**config.mk**
```make
export PLATFORM = sky130hd
export DESIGN_NAME = lcd_scan_timer
export DESIGN_NICKNAME = d
export VERILOG_FILES = /design/src/rtl/lcd_tim_pkg.sv /design/src/rtl/lcd_clk_div.sv /design/src/rtl/lcd_scan_ctr.sv /design/src/rtl/lcd_pix_path.sv /design/src/rtl/lcd_scan_timer.sv
export SDC_FILE = /design/constraint.sdc
export NUM_CORES = 1
export LEC_CHECK = 0
export CELL_PAD_IN_SITES_DETAIL_PLACEMENT = 1
export CELL_PAD_IN_SITES_GLOBAL_PLACEMENT = 1
export CORE_ASPECT_RATIO = 0.5
export CORE_UTILIZATION = 38
export CTS_CLUSTER_SIZE = 24
export DETAILED_ROUTE_END_ITERATION = 8
export PLACE_DENSITY_LB_ADDON = 0.1
export SYNTH_ARGS = -nofsm -noshare
export SYNTH_HDL_FRONTEND = slang
export SYNTH_SLANG_ARGS = --single-unit
```
**constraint.sdc**
```tcl
create_clock -name clk -period 2.3 [get_ports clk]
set_input_delay 0.46 -clock clk [delete_from_list [all_inputs] [get_ports clk]]
set_output_delay 0.46 -clock clk [all_outputs]
set_load 0.02 [all_outputs]
```
**src/rtl/lcd_tim_pkg.sv**
```systemverilog
package lcd_tim_pkg;
  localparam int NIB_W = 4;
  localparam int PIX_W = 2 * NIB_W;

  typedef enum logic {
    SLOT_XFER = 1'b0,
    SLOT_LINE = 1'b1
  } slot_e;

  // Lanes driven for the selected data arrangement.
  function automatic logic [PIX_W-1:0] lane_mask(input logic split, input logic wide8);
    return (split || wide8) ? {PIX_W{1'b1}} : {{NIB_W{1'b0}}, {NIB_W{1'b1}}};
  endfunction
endpackage

```
**src/rtl/lcd_clk_div.sv**
```systemverilog
// Prescaler: each half of the shift clock lasts div+1 system cycles.
module lcd_clk_div #(
  parameter int DIV_W = 5
) (
  input  logic             clk,
  input  logic             rst_n,
  input  logic             run,
  input  logic [DIV_W-1:0] div,
  output logic             phase_hi,
  output logic             at_start,
  output logic             at_end
);
  logic [DIV_W-1:0] cnt_q;
  logic             half_q;
  logic             wrap;

  assign wrap     = (cnt_q >= div);
  assign phase_hi = half_q;
  assign at_start = (cnt_q == '0) && !half_q;
  assign at_end   = wrap && half_q;

  always_ff @(posedge clk or negedge rst_n) begin
    if (!rst_n) begin
      cnt_q  <= '0;
      half_q <= 1'b0;
    end else if (!run) begin
      cnt_q  <= '0;
      half_q <= 1'b0;
    end else if (wrap) begin
      cnt_q  <= '0;
      half_q <= ~half_q;
    end else begin
      cnt_q  <= cnt_q + 1'b1;
    end
  end
endmodule

```
**src/rtl/lcd_scan_ctr.sv**
```systemverilog
// Transfer / line-pulse slot sequencing, row counter and bias divider.
module lcd_scan_ctr
  import lcd_tim_pkg::*;
#(
  parameter int XFER_W = 9,
  parameter int LINE_W = 10,
  parameter int BIAS_W = 8
) (
  input  logic              clk,
  input  logic              rst_n,
  input  logic              run,
  input  logic              step,
  input  logic [XFER_W-1:0] xfer_last,
  input  logic [LINE_W-1:0] line_last,
  input  logic [BIAS_W-1:0] bias_last,
  output logic              in_line,
  output logic [LINE_W-1:0] line_num,
  output logic              bias
);
  slot_e             slot_q;
  logic [XFER_W-1:0] xfer_q;
  logic [LINE_W-1:0] line_q;
  logic [BIAS_W-1:0] bias_cnt_q;
  logic              bias_q;
  logic              row_done;

  assign row_done = step && (slot_q == SLOT_LINE);
  assign in_line  = (slot_q == SLOT_LINE);
  assign line_num = line_q;
  assign bias     = bias_q;

  always_ff @(posedge clk or negedge rst_n) begin
    if (!rst_n) begin
      slot_q <= SLOT_XFER;
      xfer_q <= '0;
    end else if (!run) begin
      slot_q <= SLOT_XFER;
      xfer_q <= '0;
    end else if (step) begin
      if (slot_q == SLOT_LINE) begin
        slot_q <= SLOT_XFER;
        xfer_q <= '0;
      end else if (xfer_q >= xfer_last) begin
        slot_q <= SLOT_LINE;
      end else begin
        xfer_q <= xfer_q + 1'b1;
      end
    end
  end

  always_ff @(posedge clk or negedge rst_n) begin
    if (!rst_n) begin
      line_q <= '0;
    end else if (!run) begin
      line_q <= '0;
    end else if (row_done) begin
      line_q <= (line_q >= line_last) ? '0 : line_q + 1'b1;
    end
  end

  always_ff @(posedge clk or negedge rst_n) begin
    if (!rst_n) begin
      bias_cnt_q <= '0;
      bias_q     <= 1'b0;
    end else if (!run) begin
      bias_cnt_q <= '0;
      bias_q     <= 1'b0;
    end else if (row_done) begin
      if (bias_cnt_q >= bias_last) begin
        bias_cnt_q <= '0;
        bias_q     <= ~bias_q;
      end else begin
        bias_cnt_q <= bias_cnt_q + 1'b1;
      end
    end
  end
endmodule

```
**src/rtl/lcd_pix_path.sv**
```systemverilog
// Captures one stream word per transfer and shapes it for the panel lanes.
module lcd_pix_path
  import lcd_tim_pkg::*;
(
  input  logic             clk,
  input  logic             rst_n,
  input  logic             run,
  input  logic             take,
  input  logic             pix_valid,
  input  logic [PIX_W-1:0] pix_data,
  input  logic             split,
  input  logic             wide8,
  input  logic             disp_on,
  input  logic             invert,
  input  logic             blank,
  output logic [PIX_W-1:0] lanes
);
  logic [PIX_W-1:0] word_q;
  logic [PIX_W-1:0] mask;
  logic [PIX_W-1:0] shaped;

  always_ff @(posedge clk or negedge rst_n) begin
    if (!rst_n) begin
      word_q <= '0;
    end else if (!run) begin
      word_q <= '0;
    end else if (take) begin
      word_q <= pix_valid ? pix_data : '0;
    end
  end

  assign mask   = lane_mask(split, wide8);
  assign shaped = (invert ? ~word_q : word_q) & mask;
  assign lanes  = (run && disp_on && !blank) ? shaped : '0;
endmodule

```
**src/rtl/lcd_scan_timer.sv**
```systemverilog
module lcd_scan_timer
  import lcd_tim_pkg::*;
#(
  parameter int DIV_W  = 5,
  parameter int XFER_W = 9,
  parameter int LINE_W = 10,
  parameter int BIAS_W = 8
) (
  input  logic              clk,
  input  logic              rst_n,
  input  logic              cfg_enable,
  input  logic              cfg_disp_on,
  input  logic              cfg_invert,
  input  logic              cfg_split,
  input  logic              cfg_wide8,
  input  logic [DIV_W-1:0]  cfg_clk_div,
  input  logic [XFER_W-1:0] cfg_xfer_last,
  input  logic [LINE_W-1:0] cfg_line_last,
  input  logic [BIAS_W-1:0] cfg_bias_last,
  input  logic              pix_valid,
  output logic              pix_ready,
  input  logic [PIX_W-1:0]  pix_data,
  output logic              lcd_sclk,
  output logic              lcd_line,
  output logic              lcd_frame,
  output logic              lcd_bias,
  output logic [PIX_W-1:0]  lcd_data,
  output logic [LINE_W-1:0] cur_line
);
  logic              phase_hi;
  logic              at_start;
  logic              at_end;
  logic              in_line;
  logic              bias_raw;
  logic [LINE_W-1:0] line_num;
  logic              take;

  lcd_clk_div #(.DIV_W(DIV_W)) u_div (
    .clk      (clk),
    .rst_n    (rst_n),
    .run      (cfg_enable),
    .div      (cfg_clk_div),
    .phase_hi (phase_hi),
    .at_start (at_start),
    .at_end   (at_end)
  );

  lcd_scan_ctr #(.XFER_W(XFER_W), .LINE_W(LINE_W), .BIAS_W(BIAS_W)) u_scan (
    .clk       (clk),
    .rst_n     (rst_n),
    .run       (cfg_enable),
    .step      (at_end),
    .xfer_last (cfg_xfer_last),
    .line_last (cfg_line_last),
    .bias_last (cfg_bias_last),
    .in_line   (in_line),
    .line_num  (line_num),
    .bias      (bias_raw)
  );

  assign take = cfg_enable && at_start && !in_line;

  lcd_pix_path u_pix (
    .clk       (clk),
    .rst_n     (rst_n),
    .run       (cfg_enable),
    .take      (take),
    .pix_valid (pix_valid),
    .pix_data  (pix_data),
    .split     (cfg_split),
    .wide8     (cfg_wide8),
    .disp_on   (cfg_disp_on),
    .invert    (cfg_invert),
    .blank     (in_line),
    .lanes     (lcd_data)
  );

  assign pix_ready = take;
  assign lcd_sclk  = cfg_enable && phase_hi && !in_line;
  assign lcd_line  = cfg_enable && in_line;
  assign lcd_frame = cfg_enable && (line_num == '0);
  assign lcd_bias  = cfg_enable && bias_raw;
  assign cur_line  = cfg_enable ? line_num : '0;
endmodule

```
# ---- Yosys cells after proc, flatten, opt, wreduce, memory -nomap -nowiden
# Cells that the tools add are included.
dict set report word_totals {
  reg_bits 43
  input_bits 48
  out_inout_bits 23
  elab_cells 73
}
dict set report op_classes {
  add_sub_neg 4
  magnitude_cmp 4
  eq_ne 6
  mux 28
  n_bitwise 4
  n_reduce_logical 19
}
# cell count
set ops {}
lappend ops {{$mux W8} 9}
lappend ops {{$mux W10} 4}
lappend ops {{$mux W9} 4}
lappend ops {{$logic_and A1 B1 Y1} 12}
lappend ops {{$add A10 B1 Y10 const B} 1}
lappend ops {{$ge A10 B10 Y1} 1}
lappend ops {{$logic_not A10 Y1} 1}
lappend ops {{$mux W5} 2}
lappend ops {{$ne A2 B1 Y1 const B} 5}
lappend ops {{$add A9 B1 Y9 const B} 1}
lappend ops {{$ge A9 B9 Y1} 1}
lappend ops {{$mux W1} 9}
lappend ops {{$add A8 B1 Y8 const B} 1}
lappend ops {{$and A8 B8 Y8} 1}
lappend ops {{$ge A8 B8 Y1} 1}
lappend ops {{$not A8 Y8} 1}
lappend ops {{$add A5 B1 Y5 const B} 1}
lappend ops {{$ge A5 B5 Y1} 1}
lappend ops {{$logic_not A5 Y1} 1}
lappend ops {{$reduce_and A2 Y1} 2}
lappend ops {{$ne A3 B2 Y1 const B} 1}
lappend ops {{$logic_not A1 Y1} 2}
lappend ops {{$not A1 Y1} 2}
lappend ops {{$logic_or A1 B1 Y1} 1}

# ---- Logic depth before layout (Yosys ltp)
# Gate-level depths: netlist (run 1).
dict set report depth {
  depth_word 6
  depth_mapped 9
  depth_no_buf 8
}

# ---- Cells and area by module
# From an unflattened synthesis (run 1), not the netlist that was laid out.
dict set report hier_totals {
  cells_unflattened 365
  hier_area_um2 3308.2
}
# module n_inst cells_each area_per_inst_um2 seq_area_each_um2
set by_module_without_submodules {}
lappend by_module_without_submodules {lcd_scan_ctr 1 243 2180.8 725.7}
lappend by_module_without_submodules {lcd_pix_path 1 54 510.5 200.2}
lappend by_module_without_submodules {lcd_clk_div 1 49 481.7 150.1}
lappend by_module_without_submodules {lcd_scan_timer 1 19 135.1 0.0}

# ---- Worst setup path after synthesis (run 1)
# No wires, ideal clock.
dict set report synth_timing {
  kind {input -> register}
  startpoint {in cfg_line_last[3]}
  endpoint {reg u_scan.line_q[7] (netlist: u_scan.line_num[7])}
  setup_time_ns 0.092
  arrival_time_ns 2.060
  required_ns 2.208
  slack_ns 0.148
  cell_stages 8
  path_buffers 1
  cell_sequence {inv_1 > ha_1 > a2111oi_2 > o21ai_1 > a2111o_1 > buf_2 > o2bb2a_2 > o31ai_2}
}
dict set report synth_via {
  elab_chain_len 4
}
# element line_no
set synth_lines {}
lappend synth_lines {{start, declared} lcd_scan_timer.sv:18} ;# input logic [LINE_W-1:0] cfg_line_last,
lappend synth_lines {{$ge A10 B10 Y1} lcd_scan_ctr.sv:57} ;# line_q <= (line_q >= line_last) ? '0 : line_q + 1'b1;
lappend synth_lines {{$mux W10} lcd_scan_ctr.sv:57}
lappend synth_lines {{$mux W10} lcd_scan_ctr.sv:56} ;# end else if (row_done) begin
lappend synth_lines {{$mux W10} lcd_scan_ctr.sv:54} ;# end else if (!run) begin
lappend synth_lines {{end signal, assigned} lcd_scan_ctr.sv:57}
lappend synth_lines {{end, declared} lcd_scan_ctr.sv:22} ;# logic [LINE_W-1:0] line_q;
# No other way between the ends. The select of a mux whose other input is x is not followed.
# A chain may end at the register's enable or synchronous reset.

# ---- Worst setup path in the final report (run 1)
dict set report layout_timing {
  startpoint {in cfg_enable}
  endpoint {out lcd_data[0]}
}
dict set report layout_via {
  elab_chain_len 3
}
# element line_no
set layout_lines {}
lappend layout_lines {{start, declared} lcd_scan_timer.sv:11} ;# input logic cfg_enable,
lappend layout_lines {{$logic_and A1 B1 Y1 (2 in a row)} lcd_pix_path.sv:34} ;# assign lanes = (run && disp_on && !blank) ? shaped : '0;
lappend layout_lines {{$mux W8} lcd_pix_path.sv:34}
lappend layout_lines {{end, declared} lcd_scan_timer.sv:27} ;# output logic [PIX_W-1:0] lcd_data,
# No other way between the ends.

==> results of run 1 <==
==> placed cells by master (no fill, tap or decap), types with 4 or more instances in the layout <==
| cell | instances |
|---|---|
| a21o_1 | 7 |
| nand2b_1 | 9 |
| xnor2_1 | 9 |
| a31o_2 | 4 |
| buf_4 | 31 |
| nand2_1 | 27 |
| o2bb2ai_1 | 5 |
| buf_2 | 8 |
| nor2_1 | 24 |
| clkdlybuf4s50_1 | 45 |
| clkbuf_16 | 5 |
| o211ai_1 | 4 |
| inv_1 | 39 |
| nand3_1 | 17 |
| o21ai_0 | 13 |
| ha_1 | 32 |
| o21ai_1 | 9 |
| a21oi_1 | 10 |
| buf_6 | 4 |
| and2_1 | 11 |
| dfrtp_1 | 43 |
| dlygate4sd2_1 | 14 |
| and3_1 | 10 |
| a22o_1 | 8 |
==> area by class of cell <==
cell class / count / share of cell area, %
repair buffers: 106 / 20.5
well taps: 112 / 3.10
multi-input cells: 262 / 45.5
inverters: 41 / 3.40
clock inverters: 3 / 0.968
clock buffers: 5 / 2.77
flip-flops and latches: 43 / 23.8
==> state kept, by name (all words and copies together), names as in the netlist <==
register	flops
u_scan.bias	1
u_pix.word_q	8
u_div.phase_hi	1
u_scan.line_num	10
u_scan.in_line	1
u_scan.bias_cnt_q	8
u_div.cnt_q	5
u_scan.xfer_q	9
==> Yosys cell counts, drive strengths merged, types with 5 or more instances <==
library cell | number | share of area, %
ha | 38 | 15
o211ai | 5 | 1.3
a22o | 8 | 2.2
nand3 | 18 | 2.8
dfrtp | 43 | 34
o31ai | 5 | 1.5
and3 | 10 | 2.0
a21o | 8 | 1.9
inv | 41 | 4.9
nand2b | 10 | 2.2
nor2 | 26 | 3.3
and2 | 11 | 2.2
o2bb2ai | 6 | 1.7
buf | 5 | 1.1
nand2 | 28 | 3.3
a21oi | 13 | 2.1
xnor2 | 9 | 2.5
o21ai | 23 | 3.6
==> critical path: cells and delay by family <==
| kind | cells | cell delay, ns |
|---|---|---|
| buffers and inverters | 3 | 0.94 |
| and+or+nand+nor | 3 | 0.40 |
==> logic make-up (layout without fill, tap and decap cells) <==
logic type                 after synthesis  after routing  share of synthesized area [%]
and+or+nand+nor                        120            120                           19.8
buffers and inverters                   50            155                           6.44
xor gates and xnor gates                11             11                           3.04
adders and majority gates               38             38                           15.0
AOI/OAI and AO/OA                       91             91                           21.0
DFF                                     43             43                           34.0
muxes                                    2              2                          0.672
==> power breakdown <==
| group | internal [mW] | total, mW | switching [mW] |
|---|---|---|---|
| combinational | 0.305 | 0.603 | 0.298 |
| sequential | 0.800 | 0.855 | 0.0550 |
| clock | 0.512 | 0.828 | 0.316 |
==> repair_timing <==
action / in CTS / in global routing
gates resized for setup: 60 / 32
cloned: 0 / 0
hold endpoints to repair: 0 / 0
buffers inserted: 0 / 3
hold buffers: 0 / 0
endpoints found under the setup margin: 40 / 32
pin swaps: 6 / 13
==> per-layer routing <==
| layer | routed length (um) | up-vias | track usage, % |
|---|---|---|---|
| met5 | 0 | - | 0 |
| met4 | 71 | 0 | 5.89 |
| li1 | - | 1469 | - |
| met2 | 4770 | 54 | 41.6 |
| met3 | 323 | 6 | 4.58 |
| met1 | 4270 | 1444 | 27.0 |
==> worst min-delay path by stage <==
stage | from | end | slack (ns) | cells past startpoint
final | rst_n | u_pix.word_q[3] | 0.24 | 2
after global routing | rst_n | u_pix.word_q[3] | 0.30 | 2
after CTS | rst_n | u_pix.word_q[4] | 0.27 | 2
after detailed placement | u_scan.xfer_q[8] | u_scan.xfer_q[8] | 0.48 | 1
after global placement | u_div.cnt_q[0] | u_div.cnt_q[0] | 0.47 | 1
after floorplan | rst_n | u_div.cnt_q[0] | 0.16 | 0
==> per-stage QoR <==
step	total power, mW	hold WS [ns]	area [um^2]	TNS [ns]
floorplan	1.14	0.164	3170	0
CTS	2.28	0.274	4430	-0.0869
finish	2.29	0.242	4520	0
detailed placement	1.43	0.481	4200	-14.11
global placement	1.40	0.470	4200	-11.76
global route	2.40	0.302	4520	-0.201
==> results by group, run 1 <==
Status
  – Outcome: finished clean

Placed design
  – RePlAce Congestion: 0.830
  – Worst slack, placed: -0.497 ns
  – Post-Place Cells: 561
  – Port bufs: 70
  – Post-DP HPWL: 7070 um

Logic synthesis
  – Synth Warn #: 0
  – EDFF count, synth: 0
  – Sequential fraction of the synthesis area: 34.0%
  – Synth unique cells: 58
  – Synthesized instance count: 355
  – Syn avg cell area: 8.92 um^2
  – Post-synth top flop: dfrtp_1
  – Syn Nets: 441
  – Register bit count reported by yosys: 43
  – Fraction of registers with async set/reset: 100%
  – Post-Syn Area: 0.00317 mm^2

Timing
  – Final Hold Fails: 0
  – Clk_skew: 0.00599 ns
  – Worst-margin pin slew: 0.580 ns
  – Worst setup margin: 0.0455 ns
  – F_max: 444 MHz
  – Slew HR: 61.3%
  – Tmin final: 2.25 ns
  – Tcrit/Tclk final: 98.0%
  – Fin. max-slew vios: 0
  – # setup viols final: 0

Die
  – DIE AREA: 0.00872 mm^2
  – Die width: 131 um
  – Cell Rows: 23
  – DIE HEIGHT: 66.5 um
  – Top-Level Pins: 71
  – Starting density of the core: 39.4%
  – Core area: 0.00803 mm^2

Setup path
  – R2R depth: 7
  – CP required: 1.84 ns
  – Crit Path Max Fanout: 4
  – CP Cell Sequence: clkdlybuf4s50_1 > inv_2 > nor2_4 > nand2_1 > nor2_1 > dlygate4sd2_1
  – Reg2reg end: u_scan.bias
  – CP Capture Type: output pin
  – CP Data Arrival Time: 1.79 ns
  – RR Startpoint: u_div.cnt_q[0]
  – Critical-path top delay cell: clkdlybuf4s50_1
  – Reg-to-reg slack, setup: 0.20 ns
  – Slowest stage delay, CP: 0.51 ns
  – Crit path to: lcd_data[0]
  – Crit path launch: cfg_enable
  – Setup CP Type: input port to output pin
  – CP startpoint kind: input port

Cells and area
  – Register area: 0.00108 mm^2
  – Finished Layout Cells: 572
  – P&R area growth vs syn: 42.9%
  – Fillers: 925
  – Count of nets after finishing: 545
  – Fin util: 56.3%
  – Share of cells above drive strength 1: 19.8%
  – Area of the multi-input gates: 0.00206 mm^2
  – Number of diodes: 0

CTS
  – CTS tree: yes
  – # clock sinks: 43
  – H-Tree Level Count: 2
  – Longest Clk Path Bufs: 2
  – Root Driver: clkbuf_16
  – Clk slew on worst S/H paths: 0.06 ns
  – Worst-Skew Late Latency: 0.29 ns
  – CTS Buf Count: 5

Global route
  – Total GRT Usage: 22.6%
  – First-pass GRT wire length: 14900 um
  – Vias in the first global route: 3069
  – Initial antenna violation count: 0
  – GRT overflow: 0
  – Pin count of the biggest net entering global routing: 44

Routing
  – DRT iter0 DRCs: 84
  – Total wire length: 9440 um
  – Antenna Nets Post-Route: 0
  – Drt wl/cell: 16.5 um
  – Drt drc: 0
  – Vias per cell: 5.20
  – Via count: 2973
  – Pre-antenna DRT Iters: 4

Power
  – Leakage Power: 2.21 nW
  – Maximum vdd drop: 301 uV
  – Pwr/cell area: 505 mW/mm^2

Run
  – Max Cap Viol: 0

Worst hold path
  – Hold Path Class: input port to async pin
Power figures use the tool's default switching activity.
==> run 2, diff against run 1 <==
--- a/config.mk
+++ b/config.mk
@@ -5,10 +5,11 @@
 export SDC_FILE = /design/constraint.sdc
 export NUM_CORES = 1
 export LEC_CHECK = 0
+export ABC_AREA = 1
 export CELL_PAD_IN_SITES_DETAIL_PLACEMENT = 1
 export CELL_PAD_IN_SITES_GLOBAL_PLACEMENT = 1
 export CORE_ASPECT_RATIO = 0.5
-export CORE_UTILIZATION = 38
+export CORE_UTILIZATION = 37
 export CTS_CLUSTER_SIZE = 24
 export DETAILED_ROUTE_END_ITERATION = 8
 export PLACE_DENSITY_LB_ADDON = 0.1
==> results by group, run 2 <==
Global route
  – First-pass GRT wire length: 16200 um (+9.1%)
  – Pin count of the biggest net entering global routing: 28 (-36%)
  – GRT overflow: 0 (unchanged)
  – Total GRT Usage: 20.3% (-2.3 points)
  – Initial antenna violation count: 0 (unchanged)
  – Vias in the first global route: 3490 (+14%)

Cells and area
  – Number of diodes: 0 (unchanged)
  – Commonest non-fill, non-tap cells in the layout: nand2_1 (140), inv_1 (102), clkdlybuf4s50_1 (58), nand3_1 (55), nor2_1 (44)
  – Share of cells above drive strength 1: 9.18% (-11 points)
  – Register area: 0.00108 mm^2 (unchanged)
  – Fin area: 0.00472 mm^2 (+4.4%)
  – Area of the multi-input gates: 0.00205 mm^2 (-0.61%)
  – Count of nets after finishing: 695 (+28%)
  – Fin util: 52.1% (-4.3 points)
  – Max FFs per register: 10 (unchanged)
  – P&R area growth vs syn: 31.4%
  – Fillers: 1188 (+28%)
  – Commonest non-fill, non-tap cell in the layout: nand2_1

Timing
  – Tcrit/Tclk final: 96.4% (-1.7 points)
  – Tmin final: 2.22 ns (-0.0382 ns)
  – Worst hold margin: 0.158 ns (-0.0841 ns)
  – Fin. max-slew vios: 0 (unchanged)
  – Unrepaired setup endpoints after global routing: false
  – Clk_skew: 0.00474 ns (-0.00126 ns)
  – Worst-margin pin slew: 0.560 ns (-0.0203 ns)
  – Final Hold Fails: 0 (unchanged)
  – # setup viols final: 0 (unchanged)
  – F_max: 451 MHz (+1.7%)
  – Slew HR: 62.7% (+1.4 points)

CTS
  – H-Tree Level Count: 2 (unchanged)
  – CTS Buf Count: 5 (unchanged)
  – Root Driver: clkbuf_16
  – CTS tree: yes
  – Longest Clk Path Bufs: 2 (unchanged)
  – Worst-Skew Late Latency: 0.29 ns (about the same)
  – Clk slew on worst S/H paths: 0.06 ns (about the same)
  – # clock sinks: 43 (unchanged)

Die
  – Core area: 0.00907 mm^2 (+13%)
  – Die width: 141 um (+7.9%)
  – DIE AREA: 0.0101 mm^2 (+16%)
  – Top-Level Pins: 71 (unchanged)
  – DIE HEIGHT: 71.7 um (+7.7%)
  – Starting density of the core: 39.6% (+0.20 points)
  – Cell Rows: 24 (+4.3%)

Logic synthesis
  – Register bit count reported by yosys: 43 (unchanged)
  – Synth top area cells: dfrtp_1 (30%), nand2_1 (15%), ha_1 (13%)
  – EDFF count, synth: 0 (unchanged)
  – Synth unique cells: 36 (-38%)
  – Syn Nets: 604 (+37%)
  – Post-synth top cells: nand2_1 (140), inv_1 (102), nand3_1 (55)
  – Post-Syn Area: 0.00359 mm^2 (+14%)
  – Share of the synthesized area in the top cell type: 29.9% (-4.0 points)
  – Leading area contributor after synthesis: dfrtp_1
  – Synthesized instance count: 518 (+46%)
  – Post-synth top flop: dfrtp_1
  – Sequential fraction of the synthesis area: 29.9% (-4.0 points)
  – Syn avg cell area: 6.94 um^2 (-22%)
  – Count leader, synth: nand2_1
  – Synth Warn #: 0 (unchanged)
  – Fraction of registers with async set/reset: 100% (unchanged)

Routing
  – Via count: 3505 (+18%)
  – Vias per cell: 4.74 (-8.9%)
  – Drt wl/cell: 12.7 um (-23%)
  – Pre-antenna DRT Iters: 4 (unchanged)
  – Total wire length: 9410 um (-0.34%)
  – DRT iter0 DRCs: 137 (+63%)
  – Drt drc: 0 (unchanged)
  – Antenna Nets Post-Route: 0 (unchanged)

Setup path
  – CP Capture Type: output pin
  – RR Startpoint: u_div.cnt_q[2]
  – Crit path launch: cfg_enable
  – CP startpoint kind: input port
  – Crit path buf inv count: 4 (+1)
  – Setup CP Type: input port to output pin
  – Critical-path top delay cell: clkdlybuf4s50_1
  – CP Cell Sequence: buf_2 > buf_4 > nand2_1 > inv_1 > clkdlybuf4s50_1
  – Slowest stage delay, CP: 0.59 ns (+0.08 ns)
  – CP Data Arrival Time: 1.76 ns (-0.03 ns)
  – Crit Path Max Fanout: 23 (+19)
  – CP delay by family, top: buffers and inverters
  – CP required: 1.84 ns (about the same)

Power
  – Pwr/cell area: 535 mW/mm^2 (+5.8%)
  – Leakage Power: 2.60 nW (+18%)
  – Maximum vdd drop: 247 uV (-18%)

Placed design
  – Port bufs: 70 (unchanged)
  – RePlAce Congestion: 0.750 (-9.6%)
  – Post-DP HPWL: 7540 um (+6.7%)
  – Post-DP Area: 0.00457 mm^2 (+8.9%)

Status
  – Outcome: finished clean

Run
  – Max Cap Viol: 0 (unchanged)

Worst hold path
  – Hold Path Class: input port to async pin
-- run 2: cell count changes after synthesis, moves of 10 or more --
cell     change
inv_1       +62
and2_1      -11
o21ai_0     -21
nand3_1     +37
and3_1      -10
nand2_1    +112
nor2_1      +19
-- run 2: what timing repair did --
action,CTS,global route
buffers inserted,0,0
hold buffers,0,0
setup endpoints to repair,10,1
cloned,0,0
pin swaps,0,0
gates resized for setup,10,1
-- run 2: cell type report --
class,count,area share (%)
Tap cell,130,3.44
Clock buffer,7,3.23
Multi-Input combinational cell,359,43.3
Timing Repair Buffer,96,18.8
Clock inverter,1,0.159
Inverter,104,8.29
Sequential cell,43,22.8
-- run 2: path summary, 6_finish.rpt --
kind / to / slack [ns] / cells past startpoint
max in group asynchronous: u_scan.line_num[6] / 1.62 / 2
hold reg to reg: u_div.cnt_q[0] / 0.49 / 1
min in group clk: u_div.cnt_q[0] / 0.49 / 1
setup reg to reg: u_scan.xfer_q[3] / 0.48 / 10
setup / recovery: lcd_bias / 0.08 / 5
hold / removal: u_scan.xfer_q[0] / 0.16 / 1
-- run 2: cell families after synthesis --
group                      share of synthesized area (%)
and+or+nand+nor                                     33.7
buffers and inverters                               13.1
DFF                                                 29.9
adders and majority gates                           13.2
AOI/OAI and AO/OA                                   5.61
xor gates and xnor gates                            4.39
-- run 2: power breakdown --
group | internal [mW] | total, mW | switching [mW]
sequential | 0.837 | 0.913 | 0.0757
combinational | 0.375 | 0.841 | 0.466
clock | 0.462 | 0.773 | 0.310
-- run 2: stage by stage --
step / TNS (ns) / total power [mW] / setup WS, ns / instances
4_1_cts: 0 / 2.56 / 0.0846 / 740
3_3_place_gp: -0.495 / 1.76 / -0.0716 / 732
5_1_grt: 0 / 2.72 / 0.00986 / 740
6_report: 0 / 2.53 / 0.0837 / 740
2_1_floorplan: 0 / 1.43 / 0.339 / 518
3_5_place_dp: -0.910 / 1.79 / -0.128 / 732
-- run 2: metal layers --
metal	vias up	part of all wire, %	GRT usage (%)
met5	-	0	0
met4	0	0.93	4.66
met3	8	3.2	3.48
met2	55	44	33.1
met1	1643	52	28.4
li1	1799	-	-
==> run 3, diff against run 2 <==
--- a/config.mk
+++ b/config.mk
@@ -7,9 +7,9 @@
 export LEC_CHECK = 0
 export ABC_AREA = 1
 export CELL_PAD_IN_SITES_DETAIL_PLACEMENT = 1
-export CELL_PAD_IN_SITES_GLOBAL_PLACEMENT = 1
+export CELL_PAD_IN_SITES_GLOBAL_PLACEMENT = 2
 export CORE_ASPECT_RATIO = 0.5
-export CORE_UTILIZATION = 37
+export CORE_UTILIZATION = 29
 export CTS_CLUSTER_SIZE = 24
 export DETAILED_ROUTE_END_ITERATION = 8
 export PLACE_DENSITY_LB_ADDON = 0.1
==> results by group, run 3 (synthesis gave the netlist of run 2 again) <==
CTS
  – Worst-Skew Late Latency: 0.29 ns (about the same)
  – CTS tree: yes
  – H-Tree Level Count: 2 (unchanged)
  – # clock sinks: 43 (unchanged)
  – CTS Hold Bufs: 0 (unchanged)
  – Clk slew on worst S/H paths: 0.06 ns (about the same)
  – Root Driver: clkbuf_16
  – CTS Buf Count: 5 (unchanged)
  – Longest Clk Path Bufs: 2 (unchanged)

Setup path
  – RR Startpoint: u_div.cnt_q[4]
  – Crit Path Max Fanout: 23 (unchanged)
  – CP Data Arrival Time: 1.74 ns (-0.02 ns)
  – CP Capture Type: output pin
  – R2R depth: 10 (unchanged)
  – Reg-to-reg slack, setup: 0.50 ns (+0.02 ns)
  – Setup CP Type: input port to output pin
  – CP startpoint kind: input port
  – Reg2reg end: u_scan.xfer_q[5]
  – CP required: 1.84 ns (about the same)

Power
  – Sw Share: 33.5% (-0.19 points)
  – Cell Int Power: 1.73 mW (+3.1%)
  – Seq pwr share: 35.1% (-1.0 points)
  – Maximum vdd drop: 240 uV (-2.7%)
  – Clock power frac: 32.3% (+1.7 points)
  – Combinational Power Share: 32.6% (-0.7 points)
  – Leakage Power: 2.64 nW (+1.2%)
  – Pwr/cell area: 542 mW/mm^2 (+1.4%)
  – Psw: 871 uW (+2.2%)
  – Pwr Total: 2.60 mW (+2.8%)

Cells and area
  – Max FFs per register: 10 (unchanged)
  – Count of nets after finishing: 696 (+0.14%)
  – Finished Layout Cells: 776 (+4.9%)
  – Commonest non-fill, non-tap cells in the layout: nand2_1 (140), inv_1 (102), clkdlybuf4s50_1 (57), nand3_1 (55), nor2_1 (44)
  – Commonest non-fill, non-tap cell in the layout: nand2_1
  – Number of diodes: 0 (unchanged)
  – Share of cells above drive strength 1: 9.66% (+0.48 points)
  – P&R area growth vs syn: 33.2%

Timing
  – Unrepaired setup endpoints after global routing: false
  – Tmin final: 2.20 ns (-0.0178 ns)
  – Clk_skew: 0.00539 ns (+0.000655 ns)
  – Tcrit/Tclk final: 95.6% (-0.78 points)
  – Worst hold margin: 0.251 ns (+0.0923 ns)
  – Fin. max-slew vios: 0 (unchanged)
  – Final Hold Fails: 0 (unchanged)
  – # setup viols final: 0 (unchanged)
  – Worst-margin pin slew: 0.610 ns (+0.0499 ns)
  – Slew HR: 59.3% (-3.3 points)
  – F_max: 455 MHz (+0.81%)

Die
  – DIE AREA: 0.0129 mm^2 (+27%)
  – Core area: 0.0119 mm^2 (+32%)
  – Starting density of the core: 30.1% (-9.5 points)
  – Top-Level Pins: 71 (unchanged)
  – DIE HEIGHT: 80.7 um (+13%)
  – Cell Rows: 28 (+17%)
  – Die width: 159 um (+13%)

Routing
  – DRT iter0 DRCs: 104 (-24%)
  – Total wire length: 9790 um (+4.1%)
  – Antenna Nets Post-Route: 0 (unchanged)
  – Met3 routed WL: 269 um (-11%)
  – Vias per cell: 4.46 (-5.8%)
  – WL met2: 4210 um (+1.7%)
  – Via count: 3462 (-1.2%)
  – Pre-antenna DRT Iters: 4 (unchanged)
  – Drt wl/cell: 12.6 um (-0.75%)
  – Met1 WL: 5250 um (+7.5%)
  – Top sig layer: met4
  – Drt drc: 0 (unchanged)

Placed design
  – RePlAce Congestion: 0.736 (-1.9%)
  – Post-DP HPWL: 7640 um (+1.3%)
  – Post-Place Cells: 768 (+4.9%)
  – Port bufs: 70 (unchanged)

Run
  – Max Cap Viol: 0 (unchanged)

Global route
  – First-pass GRT wire length: 16700 um (+3.1%)
  – Vias in the first global route: 3440 (-1.4%)
  – GRT overflow: 0 (unchanged)
  – Pin count of the biggest net entering global routing: 44 (+57%)
  – Total GRT Usage: 16.5% (-3.9 points)
  – Initial antenna violation count: 0 (unchanged)

Worst hold path
  – Hold Path Class: input port to async pin

Status
  – Outcome: finished clean
[run 3: critical path: stages]
cell,delay (ns)
buf_2,0.18
buf_4,0.31
nand2_1,0.12
inv_1,0.07
clkdlybuf4s50_1,0.60
[run 3: how the worst max path moves through the flow]
stage / to / slack (ns) / start
4_1_cts: lcd_sclk / 0.04 / u_scan.in_line
2_1_floorplan: lcd_frame / 0.34 / cfg_enable
3_3_place_gp: lcd_data[2] / -0.11 / cfg_invert
3_5_place_dp: lcd_data[2] / -0.16 / cfg_invert
6_report: lcd_bias / 0.10 / cfg_enable
5_1_grt: lcd_data[6] / 0.01 / u_scan.in_line
[run 3: power by group through the flow]
stage	registers, mW	logic, mW	clock network, mW
2_1_floorplan	0.927	0.501	0
3_3_place_gp	0.926	0.854	0
3_5_place_dp	0.929	0.871	0
4_1_cts	0.913	0.868	0.869
5_1_grt	0.927	0.976	0.891
6_report	0.912	0.846	0.838
[run 3: per-layer routing]
| metal | GRT usage, % | vias to the layer above |
|---|---|---|
| met5 | 0 | - |
| li1 | - | 1802 |
| met3 | 3.15 | 6 |
| met1 | 22.9 | 1615 |
| met2 | 27.1 | 39 |
| met4 | 2.60 | 0 |
[run 3: final cells by class]
| class | instances | area (um^2) |
|---|---|---|
| fill | 1533 | 7160 |
| multi-input combinational | 359 | 2050 |
| sequential | 43 | 1080 |
| timing repair buffer | 97 | 892 |
| inverter | 104 | 392 |
| tap | 165 | 206 |
| clock buffer | 5 | 125 |
| clock inverter | 3 | 43.8 |
[run 3: metrics by stage]
step	cell area (um^2)	setup TNS (ns)	util, %	setup WS (ns)
6_report	4790	0	40.1	0.102
5_1_grt	4790	0	40.1	0.0109
3_3_place_gp	4630	-0.751	38.7	-0.113
3_5_place_dp	4630	-1.90	38.7	-0.159
4_1_cts	4780	0	40.0	0.0417
2_1_floorplan	3590	0	-	0.339
[run 3: timing repair]
item / in CTS / in global routing
buffers inserted: 0 / 0
hold endpoints to repair: 0 / 0
gates resized for setup: 10 / 5
endpoints found under the setup margin: 10 / 2
